### src/rtl/tj_pkg.sv
package tj_pkg;

    typedef enum logic [1:0] {
        SK_OVH  = 2'd0,
        SK_DATA = 2'd1,
        SK_CTRL = 2'd2,
        SK_OPP  = 2'd3
    } slot_kind_e;

    typedef struct packed {
        logic       valid;
        logic       bit_v;
        slot_kind_e kind;
    } slot_out_t;

    // Does this slot remove a bit from the elastic store?
    function automatic logic slot_takes_bit(input slot_kind_e kind, input logic stuffed);
        return (kind == SK_DATA) || ((kind == SK_OPP) && !stuffed);
    endfunction

    // Value placed on the line for slots that do not carry stored data
    function automatic logic fixed_slot_bit(input slot_kind_e kind, input logic stuffed);
        logic b;
        case (kind)
            SK_CTRL: b = stuffed;
            default: b = 1'b0;
        endcase
        return b;
    endfunction

endpackage

### src/rtl/tj_slot_tracker.sv
module tj_slot_tracker #(
    parameter int FRAME_SLOTS = 212,
    parameter int GROUP_SLOTS = 53,
    parameter int OVH_SLOTS   = 3,
    parameter int NUM_CTRL    = 3,
    localparam int SLOT_W     = $clog2(FRAME_SLOTS),
    localparam int OPP_SLOT   = NUM_CTRL * GROUP_SLOTS + 1
) (
    input  logic               clk,
    input  logic               rst,
    input  logic               step,
    output logic               at_start,
    output tj_pkg::slot_kind_e kind
);
    import tj_pkg::*;

    logic [SLOT_W-1:0]   slot_q;
    logic [NUM_CTRL-1:0] ctrl_hit;

    always_ff @(posedge clk) begin
        if (rst) begin
            slot_q <= '0;
        end else if (step) begin
            if (slot_q == SLOT_W'(FRAME_SLOTS - 1)) slot_q <= '0;
            else                                    slot_q <= slot_q + 1'b1;
        end
    end

    for (genvar k = 0; k < NUM_CTRL; k++) begin : g_ctrl
        assign ctrl_hit[k] = (slot_q == SLOT_W'((k + 1) * GROUP_SLOTS));
    end

    assign at_start = (slot_q == '0);

    always_comb begin
        if (slot_q < SLOT_W'(OVH_SLOTS))       kind = SK_OVH;
        else if (|ctrl_hit)                    kind = SK_CTRL;
        else if (slot_q == SLOT_W'(OPP_SLOT))  kind = SK_OPP;
        else                                   kind = SK_DATA;
    end

endmodule

### src/rtl/tj_elastic_store.sv
module tj_elastic_store #(
    parameter int DEPTH   = 8,
    localparam int PTR_W  = $clog2(DEPTH),
    localparam int CNT_W  = PTR_W + 1
) (
    input  logic             clk,
    input  logic             rst,
    input  logic             push,
    input  logic             din,
    input  logic             pop,
    output logic             head,
    output logic [CNT_W-1:0] count,
    output logic             ovf,
    output logic             udf
);
    logic [DEPTH-1:0] mem_q;
    logic [PTR_W-1:0] wp_q, rp_q;
    logic [CNT_W-1:0] cnt_q;
    logic             full, empty, do_pop, do_push;

    assign full    = (cnt_q == CNT_W'(DEPTH));
    assign empty   = (cnt_q == '0);
    assign do_pop  = pop && !empty;
    assign do_push = push && (!full || do_pop);
    assign ovf     = push && full && !do_pop;
    assign udf     = pop && empty;
    assign head    = empty ? 1'b0 : mem_q[rp_q];
    assign count   = cnt_q;

    always_ff @(posedge clk) begin
        if (rst) begin
            mem_q <= '0;
            wp_q  <= '0;
            rp_q  <= '0;
            cnt_q <= '0;
        end else begin
            if (do_push) begin
                mem_q[wp_q] <= din;
                wp_q        <= wp_q + 1'b1;
            end
            if (do_pop) rp_q <= rp_q + 1'b1;
            case ({do_push, do_pop})
                2'b10:   cnt_q <= cnt_q + 1'b1;
                2'b01:   cnt_q <= cnt_q - 1'b1;
                default: cnt_q <= cnt_q;
            endcase
        end
    end

endmodule

### src/rtl/tj_stuff_decider.sv
module tj_stuff_decider #(
    parameter int CNT_W  = 4,
    parameter int THRESH = 4
) (
    input  logic             clk,
    input  logic             rst,
    input  logic             decide,
    input  logic [CNT_W-1:0] level,
    output logic             stuffed
);
    // Phase comparison: a shallow store means the reader is closing on the writer
    always_ff @(posedge clk) begin
        if (rst)         stuffed <= 1'b0;
        else if (decide) stuffed <= (level < CNT_W'(THRESH));
    end

endmodule

### src/rtl/tributary_justifier.sv
module tributary_justifier #(
    parameter int DEPTH       = 8,
    parameter int THRESH      = 4,
    parameter int FRAME_SLOTS = 212,
    parameter int GROUP_SLOTS = 53,
    parameter int OVH_SLOTS   = 3,
    parameter int NUM_CTRL    = 3,
    localparam int CNT_W      = $clog2(DEPTH) + 1
) (
    input  logic             clk,
    input  logic             rst,
    input  logic             wr_en,
    input  logic             wr_bit,
    input  logic             rd_req,
    output logic             out_valid,
    output logic             out_bit,
    output logic [1:0]       out_kind,
    output logic             stuff_now,
    output logic [CNT_W-1:0] fill,
    output logic             buf_err
);
    import tj_pkg::*;

    slot_kind_e kind;
    logic       at_start, take, head, ovf, udf, err_q;
    slot_out_t  out_q, out_d;

    tj_slot_tracker #(
        .FRAME_SLOTS(FRAME_SLOTS), .GROUP_SLOTS(GROUP_SLOTS),
        .OVH_SLOTS(OVH_SLOTS), .NUM_CTRL(NUM_CTRL)
    ) u_slots (
        .clk(clk), .rst(rst), .step(rd_req), .at_start(at_start), .kind(kind)
    );

    tj_stuff_decider #(.CNT_W(CNT_W), .THRESH(THRESH)) u_decide (
        .clk(clk), .rst(rst), .decide(rd_req && at_start),
        .level(fill), .stuffed(stuff_now)
    );

    assign take = rd_req && slot_takes_bit(kind, stuff_now);

    tj_elastic_store #(.DEPTH(DEPTH)) u_store (
        .clk(clk), .rst(rst), .push(wr_en), .din(wr_bit), .pop(take),
        .head(head), .count(fill), .ovf(ovf), .udf(udf)
    );

    always_comb begin
        out_d.valid = rd_req;
        out_d.kind  = kind;
        out_d.bit_v = slot_takes_bit(kind, stuff_now) ? head : fixed_slot_bit(kind, stuff_now);
    end

    always_ff @(posedge clk) begin
        if (rst) begin
            out_q <= '0;
            err_q <= 1'b0;
        end else begin
            out_q.valid <= out_d.valid;
            if (rd_req) begin
                out_q.kind  <= out_d.kind;
                out_q.bit_v <= out_d.bit_v;
            end
            err_q <= err_q | ovf | udf;
        end
    end

    assign out_valid = out_q.valid;
    assign out_bit   = out_q.bit_v;
    assign out_kind  = out_q.kind;
    assign buf_err   = err_q;

endmodule

### config.mk
export PLATFORM = sky130hd
export DESIGN_NAME = tributary_justifier
export DESIGN_NICKNAME = d
export VERILOG_FILES = /design/src/rtl/tj_pkg.sv /design/src/rtl/tj_slot_tracker.sv /design/src/rtl/tj_elastic_store.sv /design/src/rtl/tj_stuff_decider.sv /design/src/rtl/tributary_justifier.sv
export SDC_FILE = /design/constraint.sdc
export NUM_CORES = 1
export LEC_CHECK = 0
export BUFFER_PORTS_ARGS = -buffer_cell sky130_fd_sc_hd__buf_2
export CAP_MARGIN = 20
export CELL_PAD_IN_SITES_DETAIL_PLACEMENT = 1
export CELL_PAD_IN_SITES_GLOBAL_PLACEMENT = 1
export CORE_MARGIN = 1
export CORE_UTILIZATION = 45
export DETAILED_ROUTE_END_ITERATION = 12
export PLACE_DENSITY_LB_ADDON = 0.1
export SYNTH_ARGS = -nofsm -noshare
export SYNTH_HDL_FRONTEND = slang
export SYNTH_SLANG_ARGS = --single-unit
### constraint.sdc
create_clock -name clk -period 3 [get_ports clk]
set_input_delay 0.6 -clock clk [delete_from_list [all_inputs] [get_ports clk]]
set_output_delay 0.6 -clock clk [all_outputs]
set_load 0.005 [all_outputs]
==> metrics.txt <==
Ys Warns 0; status finished clean; htree depth 2; cts hold-fix bufs 0; total number of vias around 1500; Total Routing Usage GR 22.36%; Antenna Cells 0; IO Count 15; Leak 0.8115 nW; initial antenna violation count 0; synthesized area roughly 1900 um2; Hold Crit Class reg2reg; CP bufs+invs 1; mean area per synthesized cell approximately 9 um2; clock tree root buffer cell clkbuf_8; PostCTS Resize Cnt 0; Die Area 4384 um2; # Post-CTS Setup Buffers 0; HPWL after DPL 3.132 mm; pwr dens about 460 nW/um2; delay-heaviest family, CP simple AND/OR/NAND/NOR gates; skew final around 0.0047 ns; DRC Markers 0; ANT nets after route 0; Synth-to-Final Area Change 8.496%; placed instance count approximately 260; Yosys top cell area share between 30 and 40%; Net Sw Power ~0.00025 W; CTS Buffer Depth 2; Seq pwr share 50.2%; post-synth top area cell dfxtp_1; WS Path Type reg2reg; register area share after synthesis around a third; Worst Path Required around 3.2 ns; Post-Layout Cell Count 264; Worst Max-Slew Pin Slew 0.5950 ns; dpl ws 0.2504 ns; Synth Area in XOR/XNOR 5.192%; mux share of post-synthesis cell area under 10%; Hold Fails Final Rpt 0; setup violators final 0; FILL cells between 400 and 500; CTS sink cnt 32; Worst setup SP type flip-flop; Clock Power Share 38.0%; Gate Count Post-Synth between 200 and 250; Die H about 66 um; share of layout cells above drive strength 1 between 15 and 20%; library cells used by synthesis 49; Max-Cap Viols 0; Fmax about 0.36 GHz; global route total overflow 0; Synth Area in Adders 4.720%; internal power around 0.00067 W; CTS tree built; Compound-Gate Fraction of Synth Area 13.01%; PortBufs 14; slowest CP cell dfxtp_1; CP Capture Type flip-flop; first-pass GRT wire length roughly 7.3 mm; vias in the first global route ~1500; main combinational cell family by area after synthesis simple AND/OR/NAND/NOR gates; CTS Buf Count 5; design area a little over 2000 um2; DR pass1 iterations 4; initial drt markers 86; minimum clock period ~2.8 ns; max incr delay on CP about 0.41 ns; post-synthesis register bit count 32; final WL roughly 4.4 mm; setup tns final 0 ns; clk slew on worst S/H paths about 0.070 ns; DR vias/cell between 5 and 6; largest cells by area after synthesis dfxtp_1 35%, mux2i_1 6.5%, nor2_1 5.1%, ha_1 4.7%, nand2b_1 3.4%; Initial Util around half; largest net degree at the start of global routing 28; crit path DAT slightly below 3 ns; fin nets between 200 and 250; Worst Path Max Fanout 5; post-synthesis simple-gate area fraction approximately a quarter; post-DR wirelength/cell around 17 um; final setup margin between 0.2 and 0.25 ns; Die W 66.22 um; Logic pwr share 11.8%; max-slew violations 0; Final Cycle Share between 90% and 100%; RSZ-0062 raised after global routing false; core area 3799 um2; Placed Area 1919 um2; FP Rows 22; switch share a little over a quarter; Hold Worst Slack between 0.4 and 0.5 ns; GPL Wtd Cong between 0.8 and 0.9; CP Cell Sequence inv_1 > ha_1 > nand4_1 > nor2_2 > a21oi_1 > nand3_1 > xnor2_1 > ha_1 > nor2_1 > nand4_1 > a22oi_2 > mux2_4; worst skew pair latency between 0.2 and 0.3 ns; max_slew headroom 59.97%; Synth Net Count 219; Max VDD drop ~0.22 mV
==> power groups by stage <==
| stage | clock network, W | registers [W] | logic, W |
|---|---|---|---|
| finish | 0.000349 | 0.000461 | 0.000108 |
| global route | 0.000375 | 0.000464 | 0.000120 |
| CTS | 0.000358 | 0.000461 | 0.000109 |
| detailed placement | 0 | 0.000470 | 0.000108 |
| global placement | 0 | 0.000468 | 0.000104 |
| floorplan | 0 | 0.000460 | 0.0000847 |
==> final timing paths <==
kind | endpoint | startpoint | cells after the start | slack, ns
hold / removal | u_store.mem_q[6] | u_store.mem_q[6] | 2 | 0.48
setup / recovery | u_store.count[2] | u_slots.slot_q[0] | 12 | 0.23
setup reg to reg | u_store.count[2] | u_slots.slot_q[0] | 12 | 0.23
hold reg to reg | u_store.mem_q[6] | u_store.mem_q[6] | 2 | 0.48
==> cells in the mapped netlist (all sizes together) <==
| cell type | n |
|---|---|
| nand2 | 11 |
| and3 | 1 |
| a211oi | 2 |
| a41o | 2 |
| xor2 | 6 |
| a31oi | 3 |
| buf | 8 |
| mux2 | 1 |
| clkbuf | 8 |
| nand2b | 10 |
| a311oi | 1 |
| nor4 | 5 |
| nand3 | 6 |
| nor3b | 1 |
| nand4 | 8 |
| or4b | 2 |
| or3 | 2 |
| dfxtp | 32 |
| a21boi | 1 |
| mux4 | 2 |
| nor4bb | 1 |
| or2 | 2 |
| a21oi | 10 |
| o31ai | 3 |
| nor3 | 7 |
| a22oi | 1 |
| nand4b | 3 |
| o2bb2ai | 1 |
| xnor2 | 5 |
| ha | 7 |
| nor2b | 2 |
| mux2i | 12 |
| o21ai | 4 |
| nor2 | 26 |
| inv | 7 |
| o41ai | 1 |
| or4 | 3 |
==> placed cells by master (no fill, tap or decap), types with 2 or more instances in the layout <==
cell type / netlist / routed
or4b_1: 2 / 2
nand4_1: 8 / 8
nand2b_1: 10 / 10
mux4_2: 2 / 2
o21ai_0: 3 / 3
or3_1: 2 / 2
mux2i_1: 12 / 12
nor4_1: 4 / 4
nand4b_1: 3 / 3
a41o_1: 2 / 2
nor3_1: 7 / 7
dfxtp_1: 32 / 32
clkbuf_8: 0 / 6
nand2_1: 11 / 11
buf_2: 2 / 14
inv_1: 7 / 7
or4_4: 2 / 2
a31oi_1: 2 / 2
a21oi_1: 10 / 10
nand3_1: 6 / 6
nor2_1: 25 / 25
ha_1: 7 / 7
xnor2_1: 5 / 5
nor2b_1: 2 / 2
buf_4: 3 / 3
xor2_1: 6 / 6
==> state kept, by name (all words and copies together) (netlist names) <==
register / flops
u_store.wp_q: 3
out_valid: 1
u_decide.stuffed: 1
u_store.rp_q: 3
u_store.mem_q: 8
out_kind: 2
buf_err: 1
u_slots.slot_q: 8
u_store.count: 4
out_bit: 1
==> per-layer routing <==
metal | global-route usage (%) | vias up | routed length (um)
met3 | 4.655 | 9 | 139
met2 | 37.12 | 27 | 2094
met5 | 0 | - | 0
li1 | - | 750 | -
met1 | 27.73 | 750 | 2088
met4 | 9.574 | 0 | 80
==> final cells by class <==
| cell class | count | area, um2 | area share [%] |
|---|---|---|---|
| clock inverters | 1 | 7.507 | 0.3729 |
| inverters | 7 | 26.28 | 1.305 |
| repair buffers | 17 | 92.59 | 4.599 |
| flip-flops and latches | 32 | 640.6 | 31.82 |
| clock buffers | 7 | 86.33 | 4.288 |
| multi-input cells | 152 | 1100 | 54.63 |
| well taps | 48 | 60.06 | 2.983 |
==> cell families (layout without fill, tap and decap cells) <==
logic type,after synthesis,after routing
simple gates,90,90
flops,32,32
compound gates,29,29
buf+inv,23,32
mux,15,15
xor+xnor,11,11
fa+ha+maj,7,7
==> stage by stage <==
step	util, %	power (W)
global route	53.00	0.0009599
floorplan	-	0.0005444
detailed placement	50.53	0.0005785
finish	53.00	0.0009188
CTS	53.00	0.0009288
global placement	50.53	0.0005720
==> worst min-delay path, stage by stage, from the launching register on <==
cell      delay, ns
dfxtp_1        0.31
nand2b_1       0.07
mux2i_1        0.06
No activity file was read; power rests on OpenSTA's default activity.
